===== config.mk =====
export PLATFORM = sky130hd
export DESIGN_NAME = retire_timing_tracker
export DESIGN_NICKNAME = d
export VERILOG_FILES = /design/src/rtl/rtt_pkg.sv /design/src/rtl/rtt_load_mask.sv /design/src/rtl/rtt_stall_check.sv /design/src/rtl/rtt_cti_eval.sv /design/src/rtl/rtt_counter_bank.sv /design/src/rtl/retire_timing_tracker.sv
export SDC_FILE = /design/constraint.sdc
export NUM_CORES = 1
export LEC_CHECK = 0
export BUFFER_PORTS_ARGS = -buffer_cell sky130_fd_sc_hd__buf_2
export CORE_UTILIZATION = 40
export CTS_CLUSTER_DIAMETER = 200
export DETAILED_ROUTE_END_ITERATION = 6
export PLACE_DENSITY_LB_ADDON = 0.08
export SYNTH_ARGS = -nofsm -noshare
export SYNTH_HDL_FRONTEND = slang
export SYNTH_SLANG_ARGS = --single-unit

===== constraint.sdc =====
create_clock -name clk -period 8.2 [get_ports clk]
set_input_delay 0.82 -clock clk [delete_from_list [all_inputs] [get_ports clk]]
set_output_delay 0.82 -clock clk [all_outputs]
set_load 0.005 [all_outputs]

===== src/rtl/rtt_pkg.sv =====
package rtt_pkg;

    localparam int REG_N     = 16;
    localparam int REG_IDX_W = $clog2(REG_N);
    localparam int N_SRC     = 2;

    typedef enum logic [2:0] {
        CLS_ALU   = 3'd0,
        CLS_LOAD  = 3'd1,
        CLS_STORE = 3'd2,
        CLS_CTI   = 3'd3,
        CLS_LDM   = 3'd4,
        CLS_STM   = 3'd5
    } ins_class_e;

    // counter slots inside the counter bank
    localparam int CI_TOTAL   = 0;
    localparam int CI_LDSTALL = 1;
    localparam int CI_CTSTALL = 2;
    localparam int CI_TAKEN   = 3;
    localparam int CI_UNTAKEN = 4;
    localparam int NUM_CNT    = 5;

    typedef struct packed {
        logic                 vld;
        logic [REG_IDX_W-1:0] idx;
    } opnd_t;

    typedef struct packed {
        logic chk_a;
        logic chk_b;
        logic is_load;
        logic is_cti;
    } class_ctl_t;

    function automatic class_ctl_t class_decode(input logic [2:0] cls);
        class_ctl_t c;
        c = '0;
        case (cls)
            CLS_ALU, CLS_STORE: begin
                c.chk_a = 1'b1;
                c.chk_b = 1'b1;
            end
            CLS_LOAD: begin
                c.chk_b   = 1'b1;
                c.is_load = 1'b1;
            end
            CLS_CTI: begin
                c.chk_a  = 1'b1;
                c.is_cti = 1'b1;
            end
            default: c = '0;
        endcase
        return c;
    endfunction

    function automatic logic [REG_N-1:0] reg_bit(input logic [REG_IDX_W-1:0] idx);
        logic [REG_N-1:0] m;
        m = '0;
        m[idx] = 1'b1;
        return m;
    endfunction

endpackage


===== src/rtl/rtt_load_mask.sv =====
module rtt_load_mask
    import rtt_pkg::*;
(
    input  logic                 clk,
    input  logic                 rst,
    input  logic                 ins_fire,
    input  logic                 is_load,
    input  logic [REG_IDX_W-1:0] dst_idx,
    output logic [REG_N-1:0]     active_mask
);

    logic [REG_N-1:0] pending;

    // pending starts empty for each instruction; a load adds its destination
    always_comb begin
        pending = '0;
        if (is_load)
            pending = pending | reg_bit(dst_idx);
    end

    // on completion the pending set becomes the set seen by the next instruction
    always_ff @(posedge clk) begin
        if (rst)
            active_mask <= '0;
        else if (ins_fire)
            active_mask <= pending;
    end

endmodule


===== src/rtl/rtt_stall_check.sv =====
module rtt_stall_check
    import rtt_pkg::*;
(
    input  logic [REG_N-1:0]     active_mask,
    input  opnd_t                opnd_a,
    input  opnd_t                opnd_b,
    input  logic                 chk_a,
    input  logic                 chk_b,
    output logic [1:0]           n_stall
);

    opnd_t            src [N_SRC];
    logic [N_SRC-1:0] chk;
    logic [N_SRC-1:0] hit;

    assign src[0] = opnd_a;
    assign src[1] = opnd_b;
    assign chk    = {chk_b, chk_a};

    for (genvar g = 0; g < N_SRC; g++) begin : g_src
        assign hit[g] = chk[g] & src[g].vld & active_mask[src[g].idx];
    end

    always_comb begin
        n_stall = '0;
        for (int i = 0; i < N_SRC; i++)
            n_stall = n_stall + {1'b0, hit[i]};
    end

endmodule


===== src/rtl/rtt_cti_eval.sv =====
module rtt_cti_eval (
    input  logic is_cti,
    input  logic taken,
    input  logic dslot,
    output logic penalty,
    output logic taken_inc,
    output logic untaken_inc
);

    always_comb begin
        taken_inc   = is_cti & taken;
        untaken_inc = is_cti & ~taken;
        penalty     = is_cti & taken & ~dslot;
    end

endmodule


===== src/rtl/rtt_counter_bank.sv =====
module rtt_counter_bank #(
    parameter int CNT_W = 32,
    parameter int N     = 5
) (
    input  logic                      clk,
    input  logic                      rst,
    input  logic [N-1:0]              inc_en,
    input  logic [N-1:0][CNT_W-1:0]   inc_val,
    output logic [N-1:0][CNT_W-1:0]   cnt
);

    for (genvar g = 0; g < N; g++) begin : g_cnt
        always_ff @(posedge clk) begin
            if (rst)
                cnt[g] <= '0;
            else if (inc_en[g])
                cnt[g] <= cnt[g] + inc_val[g];
        end
    end

endmodule


===== src/rtl/retire_timing_tracker.sv =====
module retire_timing_tracker
    import rtt_pkg::*;
#(
    parameter int BASE_W = 8,
    parameter int CNT_W  = 32
) (
    input  logic                 clk,
    input  logic                 rst,
    input  logic                 ret_valid,
    input  logic [2:0]           ret_class,
    input  logic [BASE_W-1:0]    ret_base,
    input  logic                 op_a_vld,
    input  logic [REG_IDX_W-1:0] op_a_idx,
    input  logic                 op_b_vld,
    input  logic [REG_IDX_W-1:0] op_b_idx,
    input  logic [REG_IDX_W-1:0] dst_idx,
    input  logic                 ret_taken,
    input  logic                 ret_dslot,
    output logic [CNT_W-1:0]     cur_cycles,
    output logic [CNT_W-1:0]     total_cycles,
    output logic [CNT_W-1:0]     load_stalls,
    output logic [CNT_W-1:0]     cti_stalls,
    output logic [CNT_W-1:0]     taken_count,
    output logic [CNT_W-1:0]     untaken_count
);

    class_ctl_t                   ctl;
    opnd_t                        opa, opb;
    logic [REG_N-1:0]             active_mask;
    logic [1:0]                   n_stall;
    logic                         cti_pen, tk_inc, untk_inc;
    logic [CNT_W-1:0]             cyc_final;
    logic [NUM_CNT-1:0]           inc_en;
    logic [NUM_CNT-1:0][CNT_W-1:0] inc_val;
    logic [NUM_CNT-1:0][CNT_W-1:0] cnt;

    assign ctl = class_decode(ret_class);
    assign opa = '{vld: op_a_vld, idx: op_a_idx};
    assign opb = '{vld: op_b_vld, idx: op_b_idx};

    rtt_load_mask u_mask (
        .clk         (clk),
        .rst         (rst),
        .ins_fire    (ret_valid),
        .is_load     (ctl.is_load),
        .dst_idx     (dst_idx),
        .active_mask (active_mask)
    );

    rtt_stall_check u_stall (
        .active_mask (active_mask),
        .opnd_a      (opa),
        .opnd_b      (opb),
        .chk_a       (ctl.chk_a),
        .chk_b       (ctl.chk_b),
        .n_stall     (n_stall)
    );

    rtt_cti_eval u_cti (
        .is_cti      (ctl.is_cti),
        .taken       (ret_taken),
        .dslot       (ret_dslot),
        .penalty     (cti_pen),
        .taken_inc   (tk_inc),
        .untaken_inc (untk_inc)
    );

    assign cyc_final = CNT_W'(ret_base) + CNT_W'(n_stall) + CNT_W'(cti_pen);

    always_comb begin
        inc_en              = '0;
        inc_val             = '0;
        inc_en[CI_TOTAL]    = ret_valid;
        inc_val[CI_TOTAL]   = cyc_final;
        inc_en[CI_LDSTALL]  = ret_valid & (n_stall != 2'd0);
        inc_val[CI_LDSTALL] = CNT_W'(n_stall);
        inc_en[CI_CTSTALL]  = ret_valid & cti_pen;
        inc_val[CI_CTSTALL] = CNT_W'(1);
        inc_en[CI_TAKEN]    = ret_valid & tk_inc;
        inc_val[CI_TAKEN]   = CNT_W'(1);
        inc_en[CI_UNTAKEN]  = ret_valid & untk_inc;
        inc_val[CI_UNTAKEN] = CNT_W'(1);
    end

    rtt_counter_bank #(.CNT_W(CNT_W), .N(NUM_CNT)) u_cnt (
        .clk     (clk),
        .rst     (rst),
        .inc_en  (inc_en),
        .inc_val (inc_val),
        .cnt     (cnt)
    );

    always_ff @(posedge clk) begin
        if (rst)
            cur_cycles <= '0;
        else if (ret_valid)
            cur_cycles <= cyc_final;
    end

    assign total_cycles  = cnt[CI_TOTAL];
    assign load_stalls   = cnt[CI_LDSTALL];
    assign cti_stalls    = cnt[CI_CTSTALL];
    assign taken_count   = cnt[CI_TAKEN];
    assign untaken_count = cnt[CI_UNTAKEN];

endmodule


==> out/summary.txt, run 1 <==
Run status -> complete, no violations
Register Area -> 3704 µm²
Post-synth top area share -> 40.01%
# rows -> 55
Largest net degree at the start of global routing -> 88
Worst EP arrival -> 5.59 ns
Synth area leaders -> dfxtp_1 (40%), nor2_1 (6.4%), xor2_1 (4.6%)
CTS max path bufs -> 2
DR iter-0 viols -> 333
Slew HR -> 36.94%
Root buf cell -> clkbuf_16
FF-to-FF setup slack -> 3.19 ns
Crit-path leading delay family -> multiplexers
CP peak stage delay -> 0.56 ns
Post-synth EDFFs -> 0
Drt drc -> 0
Max VDD drop -> 121.2 µV
TNS Setup -> 0 ns
Cts bufs inserted -> 17
Antenna violations before repair -> 1
Final Critical Period -> 5.271 ns
First-pass GRT wire length -> 38,810 µm
CP Capture Point -> u_cnt.cnt[31]
RR Endpoint -> u_cnt.cnt[31]
Ys async rst share -> 0%
Core Box Area -> 22,640 µm²
Vias in the first global route -> 7,562
Synth warn -> 0
Final ANT Viol Nets -> 0
FF-to-FF Start -> u_mask.active_mask[15]
Final Hold Viols -> 0
Pre-antenna DRT Iters -> 4
Multi-input logic area -> 5165 µm²
Area Growth Syn to Fin -> 18.49%
Worst path depth -> 16
DR vias -> 8,139
Total gr overflow -> 0
Crit path max fanout -> 11
Worst-margin pin slew -> 0.9328 ns
RSZ-0062 raised after global routing -> no
Detailed-placement wirelength estimate -> 16,870 µm
Worst setup SP type -> input pin
Register bit count reported by yosys -> 185
Area of the mapped netlist -> 9258 µm²
Fmax -> 189.7 MHz
Most used DFF post-synth -> dfxtp_1
Nets -> 1,304
Origin of the worst setup path -> op_a_idx[0]
Initial Util -> 40.89%
Buffer and inverter count on the worst path -> 2
CP Cell Sequence -> buf_2 -> mux4_2 -> mux4_2 -> and4b_1 -> ha_1 -> fa_1 -> inv_1 -> fa_1 -> nor3b_1 -> xnor2_1 -> ha_1 -> a21oi_1 -> o21bai_1 -> nand2_1 -> a2111oi_0 -> mux2_2
Reg2reg path depth -> 15
Clock Sinks -> 185
Core Util, Final -> 48.45%
Clk_skew -> 0.02006 ns
Final Max Tran Viols -> 0
CTS H-tree depth -> 4
Total power -> 1.850 mW
Fin area -> 10,970 µm²
Pre-CTS setup slack -> 2.470 ns
Post-synthesis sequential area ratio -> 40.01%
Post-CTS setup buffers -> 0
CP Class -> input pin to flip-flop
PortBufs -> 198
Pwr per Cell Area -> 168.6 nW/µm²
Post-DR wirelength/cell -> 15.03 µm
Post-CTS Resized -> 0
GP Congestion -> 0.8108
Final worst setup slack -> 2.929 ns
Total leakage power -> 4.498 nW
Slowest cell on crit path -> a2111oi_0
Tcrit/Tclk final -> 64.28%
Boundary pin count -> 222
Distinct cells, synth -> 58
Worst path required time -> 8.52 ns
Die X -> 154.1 µm
Fillcell total -> 2,229
WL final -> 23,330 µm
Most frequent cell after synthesis -> dfxtp_1
Chip Height -> 154.1 µm
Layout cells sized above 1 -> 21.56%
Worst skew pair latency -> 0.43 ns
Post-place instance area -> 10,380 µm²
Mean Syn Cell Area -> 8.580 µm²
Via density -> 5.244
TritonCTS clock tree -> yes
GRT Util Overall -> 19.99%
Die footprint -> 23,760 µm²
Synth area leader -> dfxtp_1
Max-cap violation count -> 0
Cells after Synth -> 1,079
Min-Delay Path Class -> flip-flop to flip-flop
# hold bufs at CTS -> 0
Setup violators final -> 0
CP endpoint kind -> flip-flop
Most instantiated cells after synthesis -> dfxtp_1 (185), nor2_1 (158), nand2_1 (68)
Reg clk slew, reported paths -> 0.08 ns
state kept, by name, summed over array words and instances (netlist names):
signal / cells
u_cnt.cnt: 160
u_mask.active_mask: 16
cur_cycles: 9
placed cells by master (no fill, tap or decap), types with 23 or more instances in the layout:
cell type | synthesis | routed
xor2_1 | 49 | 49
nand3_1 | 44 | 44
or3_1 | 32 | 32
dfxtp_1 | 185 | 185
conb_1 | 1 | 23
o21ai_0 | 36 | 36
nand2_1 | 68 | 68
inv_1 | 31 | 31
nand4_1 | 50 | 50
nor2_1 | 158 | 158
and3_1 | 25 | 25
buf_2 | 3 | 197
a21oi_1 | 54 | 54
xnor2_1 | 47 | 47
nor3_1 | 24 | 24
routing by layer:
| metal | track usage [%] | part of all wire (%) | vias up |
|---|---|---|---|
| li1 | - | - | 4138 |
| met1 | 26.78 | 48 | 3812 |
| met2 | 31.52 | 46 | 164 |
| met3 | 4.961 | 5.4 | 25 |
| met4 | 6.286 | 1.4 | 0 |
| met5 | 0 | 0 | - |
worst register-to-register path, delay by kind of cell (launching register included):
kind / cells / cell delay, ns
buffers and inverters: 1 / 0.06
DFF: 1 / 0.33
AOI/OAI and AO/OA: 3 / 0.87
and+or+nand+nor: 3 / 0.82
muxes: 3 / 1.34
xor gates and xnor gates: 1 / 0.14
adders and majority gates: 4 / 1.33
cell type report:
class	instances	share of cell area (%)
inverters	33	1.129
repair buffers	203	9.433
multi-input cells	813	47.09
clock inverters	14	1.403
clock buffers	18	3.912
diodes	1	0.02281
flip-flops and latches	185	33.76
well taps	285	3.251
through the flow:
stage | cells | hold WS, ns
6_report | 1552 | 0.4818
2_1_floorplan | 1101 | 0.4617
3_3_place_gp | 1519 | 0.4667
5_1_grt | 1551 | 0.5180
3_5_place_dp | 1519 | 0.4683
4_1_cts | 1551 | 0.4831
how the worst min path moves through the flow:
stage                            from                endpoint  slack, ns  cells after the start
4_1_cts                 cur_cycles[6]           cur_cycles[6]       0.48                      2
6_report                cur_cycles[3]           cur_cycles[3]       0.48                      2
3_5_place_dp            u_cnt.cnt[95]           u_cnt.cnt[95]       0.47                      2
3_3_place_gp            u_cnt.cnt[95]           u_cnt.cnt[95]       0.47                      2
2_1_floorplan  u_mask.active_mask[11]  u_mask.active_mask[11]       0.46                      2
5_1_grt                  u_cnt.cnt[5]            u_cnt.cnt[5]       0.52                      2
kinds of logic after synthesis:
kind of cell	after synthesis	synth area share, %
mux	37	5.582
fa+ha+maj	21	3.163
compound gates	145	9.528
xor+xnor	96	9.082
buf+inv	103	5.163
other cells	1	0.04051
flops	185	40.01
simple gates	491	27.44
where the power goes:
group / switching, mW / internal, mW / leakage (nW)
Combinational: 0.0734 / 0.0459 / 2.72
Sequential: 0.00898 / 0.907 / 1.49
Clock: 0.403 / 0.411 / 0.282
Total: 0.486 / 1.36 / 4.50
Note: power is estimated with default switching activity, not from simulation.
==> run 2, diff against run 1 <==
==> constraint.sdc (replaced) <==
create_clock -name clk -period 5.4 [get_ports clk]
set_input_delay 0.54 -clock clk [delete_from_list [all_inputs] [get_ports clk]]
set_output_delay 0.54 -clock clk [all_outputs]
set_load 0.005 [all_outputs]
==> run 2 against run 1 <==
Global-route usage grew 0.075 points. Design area grew 0.67%. Clock skew shrank 0.0087 ns. Sequential share of layout area shrank 0.23 points. Critical path depth is the same. Critical path type is now flip-flop to flip-flop. First-iteration DRC count grew 14%. Routed wire length grew 1.6%.
==> out/summary.txt, run 2 (synthesis gave the netlist of run 1 again) <==
Run status -> complete, no violations
Clock Sinks -> 185
Max reg flops -> 160
Pre-antenna DRT Iters -> 5
Final Max Tran Viols -> 0
Largest Register -> u_cnt.cnt
Detailed-placement wirelength estimate -> 16,940 µm
Sw Pwr -> 0.6900 mW
Chip Height -> 154.1 µm
Total leakage power -> 4.534 nW
Min-Delay Path Class -> input pin to flip-flop
CP Cell Sequence -> mux4_2 -> mux4_2 -> and4b_1 -> ha_1 -> fa_1 -> inv_1 -> fa_1 -> nor3b_1 -> xnor2_1 -> ha_1 -> and3_1 -> and3_1 -> o21ai_0 -> buf_4 -> a2111oi_0 -> mux2_2
Initial Util -> 40.89%
Area Growth Syn to Fin -> 19.29%
Worst path depth -> 16
Boundary pin count -> 222
Worst path required time -> 5.71 ns
# hold bufs at CTS -> 0
Max VDD drop -> 163.3 µV
Reg clk slew, reported paths -> 0.07 ns
Post-CTS setup buffers -> 0
Slowest cell on crit path -> a2111oi_0
CP endpoint kind -> flip-flop
TNS Setup -> 0 ns
Die footprint -> 23,760 µm²
Total gr overflow -> 0
CP Class -> flip-flop to flip-flop
GP Congestion -> 0.7997
WL final -> 23,710 µm
Total power -> 2.966 mW
Die X -> 154.1 µm
Buffer and inverter count on the worst path -> 2
GRT Util Overall -> 20.07%
Layout cells sized above 1 -> 21.56%
DR iter-0 viols -> 380
Worst EP arrival -> 5.36 ns
Crit-path leading delay family -> multiplexers
DR vias -> 8,128
Fin area -> 11,040 µm²
Max-cap violation count -> 0
Clk_skew -> 0.01141 ns
Vias in the first global route -> 7,595
Cell internal pwr -> 2.276 mW
CP peak stage delay -> 0.49 ns
Register share of total power -> 46.9%
Largest net degree at the start of global routing -> 87
Final Hold Viols -> 0
Via density -> 5.237
Met2 wire length -> 11,000 µm
Worst skew pair latency -> 0.42 ns
Hold path depth -> 2
Tcrit/Tclk final -> 93.44%
Pwr per Cell Area -> 268.6 nW/µm²
CTS max path bufs -> 2
CTS H-tree depth -> 4
TritonCTS clock tree -> yes
Crit path max fanout -> 11
Setup violators final -> 0
Clock share of power -> 46.9%
Switch share -> 23.26%
Root buf cell -> clkbuf_16
RSZ-0062 raised after global routing -> no
Final ANT Viol Nets -> 0
Post-place instance area -> 10,400 µm²
Post-CTS Resized -> 0
Core Box Area -> 22,640 µm²
Antenna violations before repair -> 0
Post-DR wirelength/cell -> 15.27 µm
# rows -> 55
Metal-1 WL -> 11,210 µm
Cts bufs inserted -> 17
Nets -> 1,306
Worst setup SP type -> flip-flop
Reg2reg path depth -> 16
Final Critical Period -> 5.046 ns
PortBufs -> 198
Gate power share -> 6.2%
Commonest non-fill, non-tap cell in the layout -> buf_2
Drt drc -> 0
Slew HR -> 34.29%
Worst-margin pin slew -> 0.9719 ns
First-pass GRT wire length -> 38,780 µm
Registers with the most flip-flops -> u_cnt.cnt (160), u_mask.active_mask (16), cur_cycles (9)
Commonest cells after routing, fill and taps aside -> buf_2 (197), dfxtp_1 (185), nor2_1 (158)
Fmax -> 198.2 MHz
Max Used Layer -> met4
WL met3 -> 1221 µm
==> run 2: area by class of cell <==
type                            instances  area (µm²)
Clock buffer                           18       429.2
Antenna cell                            1       2.502
Fill cell                            2275       11600
Multi-Input combinational cell        813        5165
Inverter                               33       123.9
Timing Repair Buffer                  205        1050
Sequential cell                       185        3704
Tap cell                              285       356.6
Clock inverter                         12       212.7
==> run 2: layer usage <==
layer  global-route usage (%)  vias up
li1                         -     4132
met1                    26.41     3789
met2                    32.42      191
met3                    4.961       16
met4                    5.857        0
met5                        0        -
==> run 2: stage by stage <==
stage          hold WS, ns  setup WS, ns  util [%]  std cells
5_1_grt             0.4764      0.004878     48.76       1551
3_3_place_gp        0.4688       0.07830     45.93       1521
6_report            0.4711        0.3545     48.78       1552
4_1_cts             0.4629        0.3187     48.76       1551
2_1_floorplan       0.4617        0.5254         -       1101
3_5_place_dp        0.4726      -0.08355     45.93       1521
==> run 2: power groups by stage <==
stage	clock network, mW	logic (mW)	registers [mW]
5_1_grt	1.48	0.206	1.39
6_report	1.39	0.184	1.39
3_3_place_gp	0	0.184	1.42
4_1_cts	1.43	0.186	1.39
3_5_place_dp	0	0.185	1.42
2_1_floorplan	0	0.132	1.42
==> run 2: final timing paths <==
kind / startpoint / end / slack (ns)
setup / recovery: u_mask.active_mask[15] / u_cnt.cnt[27] / 0.35
hold / removal: rst / u_cnt.cnt[4] / 0.47
setup reg to reg: u_mask.active_mask[15] / u_cnt.cnt[27] / 0.35
hold reg to reg: cur_cycles[6] / cur_cycles[6] / 0.48
